## src/rtl/adc_bus_pkg.sv

```systemverilog
package adc_bus_pkg;
  localparam int CTRL_W = 3;
  typedef struct packed {
    logic rw;
    logic ce_n;
    logic cs_n;
  } ctrl_t;
endpackage

```

## src/rtl/adc_sync.sv

```systemverilog
module adc_sync #(
  parameter int W      = 3,
  parameter int STAGES = 2
) (
  input  logic         clk,
  input  logic         rst,
  input  logic [W-1:0] d,
  output logic [W-1:0] q
);
  logic [STAGES-1:0][W-1:0] pipe;

  always_ff @(posedge clk) begin
    if (rst) pipe[0] <= '1;
    else     pipe[0] <= d;
  end

  for (genvar i = 1; i < STAGES; i++) begin : g_stage
    always_ff @(posedge clk) begin
      if (rst) pipe[i] <= '1;
      else     pipe[i] <= pipe[i-1];
    end
  end

  assign q = pipe[STAGES-1];
endmodule

```

## src/rtl/adc_start_qual.sv

```systemverilog
module adc_start_qual #(
  parameter int WR_CYC = 15
) (
  input  logic clk,
  input  logic rst,
  input  logic req,
  output logic qualified
);
  localparam int CW = $clog2(WR_CYC + 1);
  logic [CW-1:0] cnt;

  always_ff @(posedge clk) begin
    if (rst || !req)              cnt <= '0;
    else if (cnt != CW'(WR_CYC))  cnt <= cnt + 1'b1;
  end

  assign qualified = (cnt == CW'(WR_CYC));

  AST_QUAL_NEEDS_REQ: assert property (@(posedge clk) disable iff (rst)
    $rose(qualified) |-> $past(req));
endmodule

```

## src/rtl/adc_conv_timer.sv

```systemverilog
module adc_conv_timer #(
  parameter int DATA_W   = 8,
  parameter int CONV_CYC = 500
) (
  input  logic              clk,
  input  logic              rst,
  input  logic              qualified,
  input  logic [DATA_W-1:0] sample_in,
  output logic              busy,
  output logic [DATA_W-1:0] result
);
  localparam int TW = $clog2(CONV_CYC + 1);
  logic [TW-1:0] tcnt;

  always_ff @(posedge clk) begin
    if (rst) begin
      busy   <= 1'b0;
      tcnt   <= '0;
      result <= '0;
    end else if (!busy) begin
      if (qualified) begin
        busy <= 1'b1;
        tcnt <= '0;
      end
    end else if (tcnt == TW'(CONV_CYC - 1)) begin
      busy   <= 1'b0;
      result <= sample_in;
    end else begin
      tcnt <= tcnt + 1'b1;
    end
  end

  AST_START_QUALIFIED: assert property (@(posedge clk) disable iff (rst)
    $rose(busy) |-> $past(qualified));
  AST_RESULT_ONLY_AT_END: assert property (@(posedge clk) disable iff (rst)
    !$fell(busy) |-> $stable(result));
endmodule

```

## src/rtl/adc_read_path.sv

```systemverilog
module adc_read_path #(
  parameter int DATA_W  = 8,
  parameter int ACC_CYC = 10,
  parameter int OFF_CYC = 2
) (
  input  logic              clk,
  input  logic              rst,
  input  logic              rd_req,
  input  logic              busy,
  input  logic [DATA_W-1:0] result,
  output logic              oe,
  output logic [DATA_W-1:0] data
);
  localparam int AW = $clog2(ACC_CYC + 1);
  localparam int OW = $clog2(OFF_CYC + 1);
  logic          rd_ok;
  logic [AW-1:0] acnt;
  logic [OW-1:0] ocnt;

  assign rd_ok = rd_req & ~busy;

  always_ff @(posedge clk) begin
    if (rst || !rd_ok)              acnt <= '0;
    else if (acnt != AW'(ACC_CYC))  acnt <= acnt + 1'b1;
  end

  always_ff @(posedge clk) begin
    if (rst) begin
      oe   <= 1'b0;
      ocnt <= '0;
    end else if (rd_ok) begin
      ocnt <= '0;
      if (acnt == AW'(ACC_CYC - 1)) oe <= 1'b1;
    end else if (oe) begin
      if (ocnt == OW'(OFF_CYC - 1)) begin
        oe   <= 1'b0;
        ocnt <= '0;
      end else begin
        ocnt <= ocnt + 1'b1;
      end
    end
  end

  assign data = oe ? result : '0;

  AST_OE_NEEDS_READ: assert property (@(posedge clk) disable iff (rst)
    $rose(oe) |-> $past(rd_ok));
  AST_OE_DROP_AFTER_RELEASE: assert property (@(posedge clk) disable iff (rst)
    $fell(oe) |-> $past(!rd_ok));
endmodule

```

## src/rtl/adc_bus_ctrl.sv

```systemverilog
module adc_bus_ctrl #(
  parameter int DATA_W      = 8,
  parameter int SYNC_STAGES = 2,
  parameter int WR_CYC      = 15,
  parameter int CONV_CYC    = 500,
  parameter int ACC_CYC     = 10,
  parameter int OFF_CYC     = 2
) (
  input  logic              clk,
  input  logic              rst,
  input  logic              rw_sel,
  input  logic              ce_n,
  input  logic              cs_n,
  input  logic [DATA_W-1:0] sample_in,
  output logic              busy,
  output logic              bus_oe,
  output logic [DATA_W-1:0] bus_data
);
  import adc_bus_pkg::*;

  ctrl_t             raw, syn;
  logic [CTRL_W-1:0] syn_bits;
  logic              conv_req, rd_req, qualified;
  logic [DATA_W-1:0] result;

  assign raw = '{rw: rw_sel, ce_n: ce_n, cs_n: cs_n};

  adc_sync #(.W(CTRL_W), .STAGES(SYNC_STAGES)) u_sync (
    .clk(clk), .rst(rst), .d(raw), .q(syn_bits)
  );
  assign syn = ctrl_t'(syn_bits);

  assign conv_req = ~syn.rw & ~syn.ce_n & ~syn.cs_n;
  assign rd_req   =  syn.rw & ~syn.ce_n & ~syn.cs_n;

  adc_start_qual #(.WR_CYC(WR_CYC)) u_qual (
    .clk(clk), .rst(rst), .req(conv_req), .qualified(qualified)
  );

  adc_conv_timer #(.DATA_W(DATA_W), .CONV_CYC(CONV_CYC)) u_timer (
    .clk(clk), .rst(rst), .qualified(qualified), .sample_in(sample_in),
    .busy(busy), .result(result)
  );

  adc_read_path #(.DATA_W(DATA_W), .ACC_CYC(ACC_CYC), .OFF_CYC(OFF_CYC)) u_read (
    .clk(clk), .rst(rst), .rd_req(rd_req), .busy(busy), .result(result),
    .oe(bus_oe), .data(bus_data)
  );

  AST_NO_OE_DURING_CONV: assert property (@(posedge clk) disable iff (rst)
    busy |-> !bus_oe);
  AST_FLOAT_WHEN_OFF: assert property (@(posedge clk) disable iff (rst)
    !bus_oe |-> (bus_data == '0));
endmodule

```

## config.mk

```make
export PLATFORM = sky130hd
export DESIGN_NAME = adc_bus_ctrl
export DESIGN_NICKNAME = d
export VERILOG_FILES = /design/src/rtl/adc_bus_pkg.sv /design/src/rtl/adc_sync.sv /design/src/rtl/adc_start_qual.sv /design/src/rtl/adc_conv_timer.sv /design/src/rtl/adc_read_path.sv /design/src/rtl/adc_bus_ctrl.sv
export SDC_FILE = /design/constraint.sdc
export NUM_CORES = 1
export LEC_CHECK = 0
export ABC_AREA = 1
export BUFFER_PORTS_ARGS = -buffer_cell sky130_fd_sc_hd__clkbuf_2
export CAP_MARGIN = 20
export CORE_MARGIN = 5
export CORE_UTILIZATION = 46
export CTS_CLUSTER_SIZE = 24
export DETAILED_ROUTE_END_ITERATION = 8
export GPL_ROUTABILITY_DRIVEN = 0
export HOLD_SLACK_MARGIN = 0.05
export PLACE_DENSITY = 0.71
export SYNTH_ARGS = -nofsm -noshare
export SYNTH_HDL_FRONTEND = slang
export SYNTH_SLANG_ARGS = --single-unit
```

## constraint.sdc

```tcl
create_clock -name clk -period 1.7 [get_ports clk]
set_clock_uncertainty 0.1 [all_clocks]
set_input_delay 0.34 -clock clk [delete_from_list [all_inputs] [get_ports clk]]
set_output_delay 0.34 -clock clk [all_outputs]
set_load 0.005 [all_outputs]
```

==> impl_metrics.py, run 1 <==
metrics = {
    "outcome": {
        "outcome": "finished clean",
    },
    "floorplanning": {
        "initial_core_util": 0.475,
        "die_x_um": 68.5,
        "die_h_um": 68.5,
        "io_pins": 23,
        "rows": 21,
        "core_um2": 3310,
        "dieArea_um2": 4690,
    },
    "yosys": {
        "ys_ff_latch": 35,
        "syn_nets": 238,
        "synth_area_um2": 1570,
        "postSynthAreaPerCell_um2": 7.15,
        "netlist_instances": 220,
        "ys_warn_count": 0,
        "ys_types": 23,
        "yosysSeqAreaShare": 0.446,
    },
    "worst_setup_path": {
        "worstPathCellList": "ha_1 -> nand3_1 -> nand2_1 -> nand2_4 -> o21ai_0 -> nor2_1",
        "start_kind": "flop",
        "crit_required_ns": 1.83,
        "worst-setup-path-type": "reg -> reg",
        "setup.worst_path.end_class": "flop",
        "cp_max_fo": 9,
        "crit_path_max_incr_delay_ns": 0.38,
        "slowest_stage": "dfxtp_1",
        "cp.arrival_ns": 1.70,
    },
    "global_route": {
        "grt_pass1_vias": 1196,
        "grt_pass1_wl_mm": 5.00,
        "grt_overflow_total": 0,
        "track_usage": 0.143,
        "antenna_found_initial": 0,
        "grt_max_degree": 14,
    },
    "timing": {
        "fin_setup_tns_ns": 0,
        "final-max-slew-violation-count": 0,
        "finalHoldViolations": 0,
        "rsz0062_at_grt": "false",
        "setup_viol": 0,
        "period_share": 0.924,
        "max-slew-margin-rel": 0.727,
        "worst_pin_slew_ns": 0.406,
        "max_clock_freq_mhz": 636,
        "period_needed_ns": 1.57,
    },
    "cells_and_area": {
        "final_common_cell": "nand2_1",
        "most-common-layout-cells": "nand2_1, nor2_1, dfxtp_1",
        "layout-drive-gt1-share": 0.197,
        "layout.nets": 266,
        "post-route-util": 0.543,
        "antenna_cells": 0,
        "syn2layout_area_growth_pct": 14.4,
    },
    "routing": {
        "drt_iter0_markers": 61,
        "drtPass1Iterations": 4,
        "wire_per_inst_um": 10.1,
        "drc": 0,
        "vias": 1371,
        "wl_mm": 2.98,
        "ant_nets": 0,
        "viasPerCell": 4.65,
    },
    "clocking": {
        "cts.htree.levels": 2,
        "numCtsBuffers": 5,
        "clock_latency_ns": 0.33,
        "post_cts_buffers": 0,
        "path_clk_slew_ns": 0.09,
        "cts_tree": "yes",
        "cts_resized": 0,
        "holdBufCountCts": 0,
        "cts_buffer_depth": 2,
        "clock-sinks": 35,
        "cts-root-buf": "clkbuf_4",
    },
    "flow_run": {
        "maxCapViolCount": 0,
    },
    "placed_design": {
        "numPortBuffers": 22,
        "dp_hpwl_mm": 2.19,
    },
    "power": {
        "leakage_uw": 0.000824,
        "vdd_drop_max_uv": 423,
        "powerDensity_nw_per_um2": 712,
    },
    "min_path": {
        "min_path_type": "in -> reg",
    },
}
[state kept, by name, summed over array words and instances (netlist names)]
signal          count
u_read.ocnt         2
u_qual.cnt          4
u_read.acnt         4
u_sync.q            3
u_timer.tcnt        9
u_timer.result      8
u_timer.busy        1
u_sync.pipe         3
u_read.oe           1
[cell type report]
type	instances	area, um^2
clock buffer	7	45.0
fill	327	1510
timing repair buffer	25	133
clock inverter	1	5.00
tap	46	57.6
inverter	26	97.6
multi-input combinational	155	759
sequential	35	702
[routing by layer]
metal	global-route usage	routed length (um)
met1	0.176	1390
met4	0.0571	51
met2	0.223	1310
met3	0.0558	224
met5	0	0
[worst paths after layout]
kind	slack (ns)	cells after the start	from	to
worst max-delay path	0.13	6	u_qual.cnt[0]	u_timer.tcnt[0]
worst min-delay path	0.08	2	ce_n	u_sync.pipe[1]
worst max register to register	0.13	6	u_qual.cnt[0]	u_timer.tcnt[0]
worst min register to register	0.32	1	u_sync.pipe[0]	u_sync.q[0]
[cell usage after synthesis, drive strengths merged]
cell | count | area [um^2]
nor2 | 41 | 166
a21oi | 14 | 73.8
nand3b | 1 | 7.51
xnor2 | 1 | 8.76
buf | 1 | 11.3
nand2 | 53 | 204
clkbuf | 3 | 11.3
nor3 | 1 | 5.00
a211oi | 1 | 7.51
inv | 26 | 97.6
nor4 | 1 | 12.5
or2 | 7 | 43.8
nand3 | 14 | 75.1
nand4 | 1 | 6.26
ha | 5 | 62.6
a31o | 1 | 8.76
dfxtp | 35 | 701
o21ai | 14 | 70.1
[cells by family after synthesis]
family | after synthesis | synth area share
DFF | 35 | 0.446
and+or+nand+nor | 119 | 0.331
adders and majority gates | 5 | 0.0398
xor gates and xnor gates | 1 | 0.00557
buffers and inverters | 30 | 0.0764
AOI/OAI and AO/OA | 30 | 0.102
[per-stage QoR]
stage | hold slack, ns | setup WS [ns] | power [uW] | cells | cell area [um^2]
2_1_floorplan | 0.289 | 0.336 | 863 | 220 | 1570
3_3_place_gp | 0.293 | 0.164 | 885 | 287 | 1740
5_1_grt | 0.0645 | 0.0000804 | 1340 | 295 | 1800
4_1_cts | 0.0757 | 0.0656 | 1300 | 295 | 1790
6_report | 0.0832 | 0.128 | 1280 | 295 | 1800
3_5_place_dp | 0.297 | 0.108 | 885 | 287 | 1740
[power breakdown]
| group | switching (uW) | internal [uW] |
|---|---|---|
| combinational | 18.3 | 18.9 |
| sequential | 2.21 | 826 |
| clock | 255 | 161 |
[critical path, delay by kind of cell (launching register included)]
| family | cells | cell delay, ns |
|---|---|---|
| AO/OA/AOI/OAI | 1 | 0.17 |
| adder cells (fa/ha/maj) | 1 | 0.22 |
| flip-flops | 1 | 0.38 |
| AND/OR/NAND/NOR | 4 | 0.60 |
(Power assumes the default switching activity.)
==> inputs of run 2 (changes only) <==
Settings changed: CORE_UTILIZATION 46 to 50, PLACE_DENSITY 0.71 to 0.76.
Clock period 1.7 ns to 1.57 ns, I/O delays scaled along.
==> impl_metrics.py, run 2 (synthesis gave the netlist of run 1 again) <==
metrics = {
    "outcome": {
        "outcome": "finished clean",
    },
    "routing": {
        "viasPerCell": 4.64,
        "wire_per_inst_um": 9.78,
        "drt_iter0_markers": 72,
        "drc": 0,
        "ant_nets": 0,
        "wl_mm": 2.90,
        "drtPass1Iterations": 4,
        "vias": 1373,
    },
    "placed_design": {
        "dpl_worst_slack_ns": 0.0307,
        "placed_area_um2": 1760,
        "numPortBuffers": 22,
        "dp_hpwl_mm": 2.11,
    },
    "worst_setup_path": {
        "cp_max_fo": 5,
        "worstPathCellList": "buf_4 -> clkbuf_2",
        "slowest_stage": "dfxtp_1",
        "crit_path_max_incr_delay_ns": 0.46,
        "worst-setup-path-type": "reg -> out",
        "cp.arrival_ns": 1.07,
        "crit_required_ns": 1.16,
        "start_kind": "flop",
        "setup.worst_path.end_class": "primary output",
    },
    "floorplanning": {
        "rows": 20,
        "dieArea_um2": 4370,
        "initial_core_util": 0.519,
        "core_um2": 3030,
        "io_pins": 23,
        "die_x_um": 66.1,
        "die_h_um": 66.1,
    },
    "timing": {
        "setup_slack_ns": 0.0833,
        "worst_pin_slew_ns": 0.415,
        "fin_setup_tns_ns": 0,
        "period_needed_ns": 1.49,
        "max-slew-margin-rel": 0.721,
        "finalHoldViolations": 0,
        "final-max-slew-violation-count": 0,
        "max_clock_freq_mhz": 673,
        "rsz0062_at_grt": "false",
        "setup_viol": 0,
        "period_share": 0.947,
    },
    "cells_and_area": {
        "layout-drive-gt1-share": 0.226,
        "layout.nets": 271,
        "antenna_cells": 0,
        "final_cell_area_um2": 1840,
        "post-route-util": 0.609,
        "top_register": "u_timer.tcnt",
        "final_common_cell": "nand2_1",
        "largest_reg_flops": 9,
        "most-common-layout-cells": "nand2_1, nor2_1, dfxtp_1",
        "top_regs": "u_timer.tcnt: 9 flops, u_timer.result: 8 flops",
        "syn2layout_area_growth_pct": 17.3,
    },
    "flow_run": {
        "maxCapViolCount": 0,
    },
    "min_path": {
        "min_path_type": "in -> reg",
    },
    "clocking": {
        "cts.htree.levels": 2,
        "cts_buffer_depth": 2,
        "clock_latency_ns": 0.33,
        "path_clk_slew_ns": 0.10,
        "clock-sinks": 35,
        "holdBufCountCts": 0,
        "cts-root-buf": "clkbuf_4",
        "cts_tree": "yes",
        "numCtsBuffers": 5,
    },
    "global_route": {
        "grt_max_degree": 14,
        "grt_pass1_wl_mm": 5.13,
        "track_usage": 0.154,
        "grt_pass1_vias": 1185,
        "antenna_found_initial": 0,
        "grt_overflow_total": 0,
    },
    "power": {
        "powerDensity_nw_per_um2": 734,
        "leakage_uw": 0.000840,
        "vdd_drop_max_uv": 496,
        "power_uw": 1350,
    },
}
==> run 2: area by class of cell <==
cell class,instances,area (um^2)
Clock buffer,6,41.3
Fill cell,302,1180
Inverter,26,97.6
Multi-Input combinational cell,155,774
Sequential cell,35,706
Tap cell,44,55.1
Timing Repair Buffer,30,170
==> run 2: report_power, final <==
part | internal (uW) | switching [uW]
clock network | 159 | 258
logic | 22.0 | 20.1
registers | 892 | 2.29
==> run 2: timing repair <==
| item | CTS | global route |
|---|---|---|
| resized for setup | 1 | 8 |
| setup buffers | 0 | 2 |
| pin swaps | 0 | 1 |
| endpoints found under the setup margin | 8 | 17 |
| gates cloned | 0 | 0 |
==> run 2: metal layers <==
layer  track usage  up-vias  share of wire
met5             0        -              0
met2         0.222       43           0.41
met1         0.207      568           0.50
met3        0.0561        5          0.075
li1              -      757              -
met4        0.0609        0          0.017
==> run 2: path summary, 6_finish.rpt <==
kind / startpoint / cells after the start / slack, ns / to
worst max-delay path: u_timer.busy / 2 / 0.08 / busy
worst min-delay path: ce_n / 2 / 0.07 / u_sync.pipe[1]
worst max register to register: u_timer.tcnt[0] / 8 / 0.15 / u_timer.tcnt[8]
worst min register to register: u_sync.pipe[1] / 1 / 0.31 / u_sync.q[1]
==> run 2: worst max-delay path: cells and delay by family (launching register included) <==
family | cells | cell delay [ns]
DFF | 1 | 0.46
buffers and inverters | 2 | 0.28
==> run 2: stage by stage <==
step | std cells | hold slack (ns)
after floorplan | 220 | 0.289
after global placement | 288 | 0.293
after detailed placement | 288 | 0.294
after CTS | 294 | 0.0586
after global routing | 296 | 0.0517
final | 296 | 0.0718
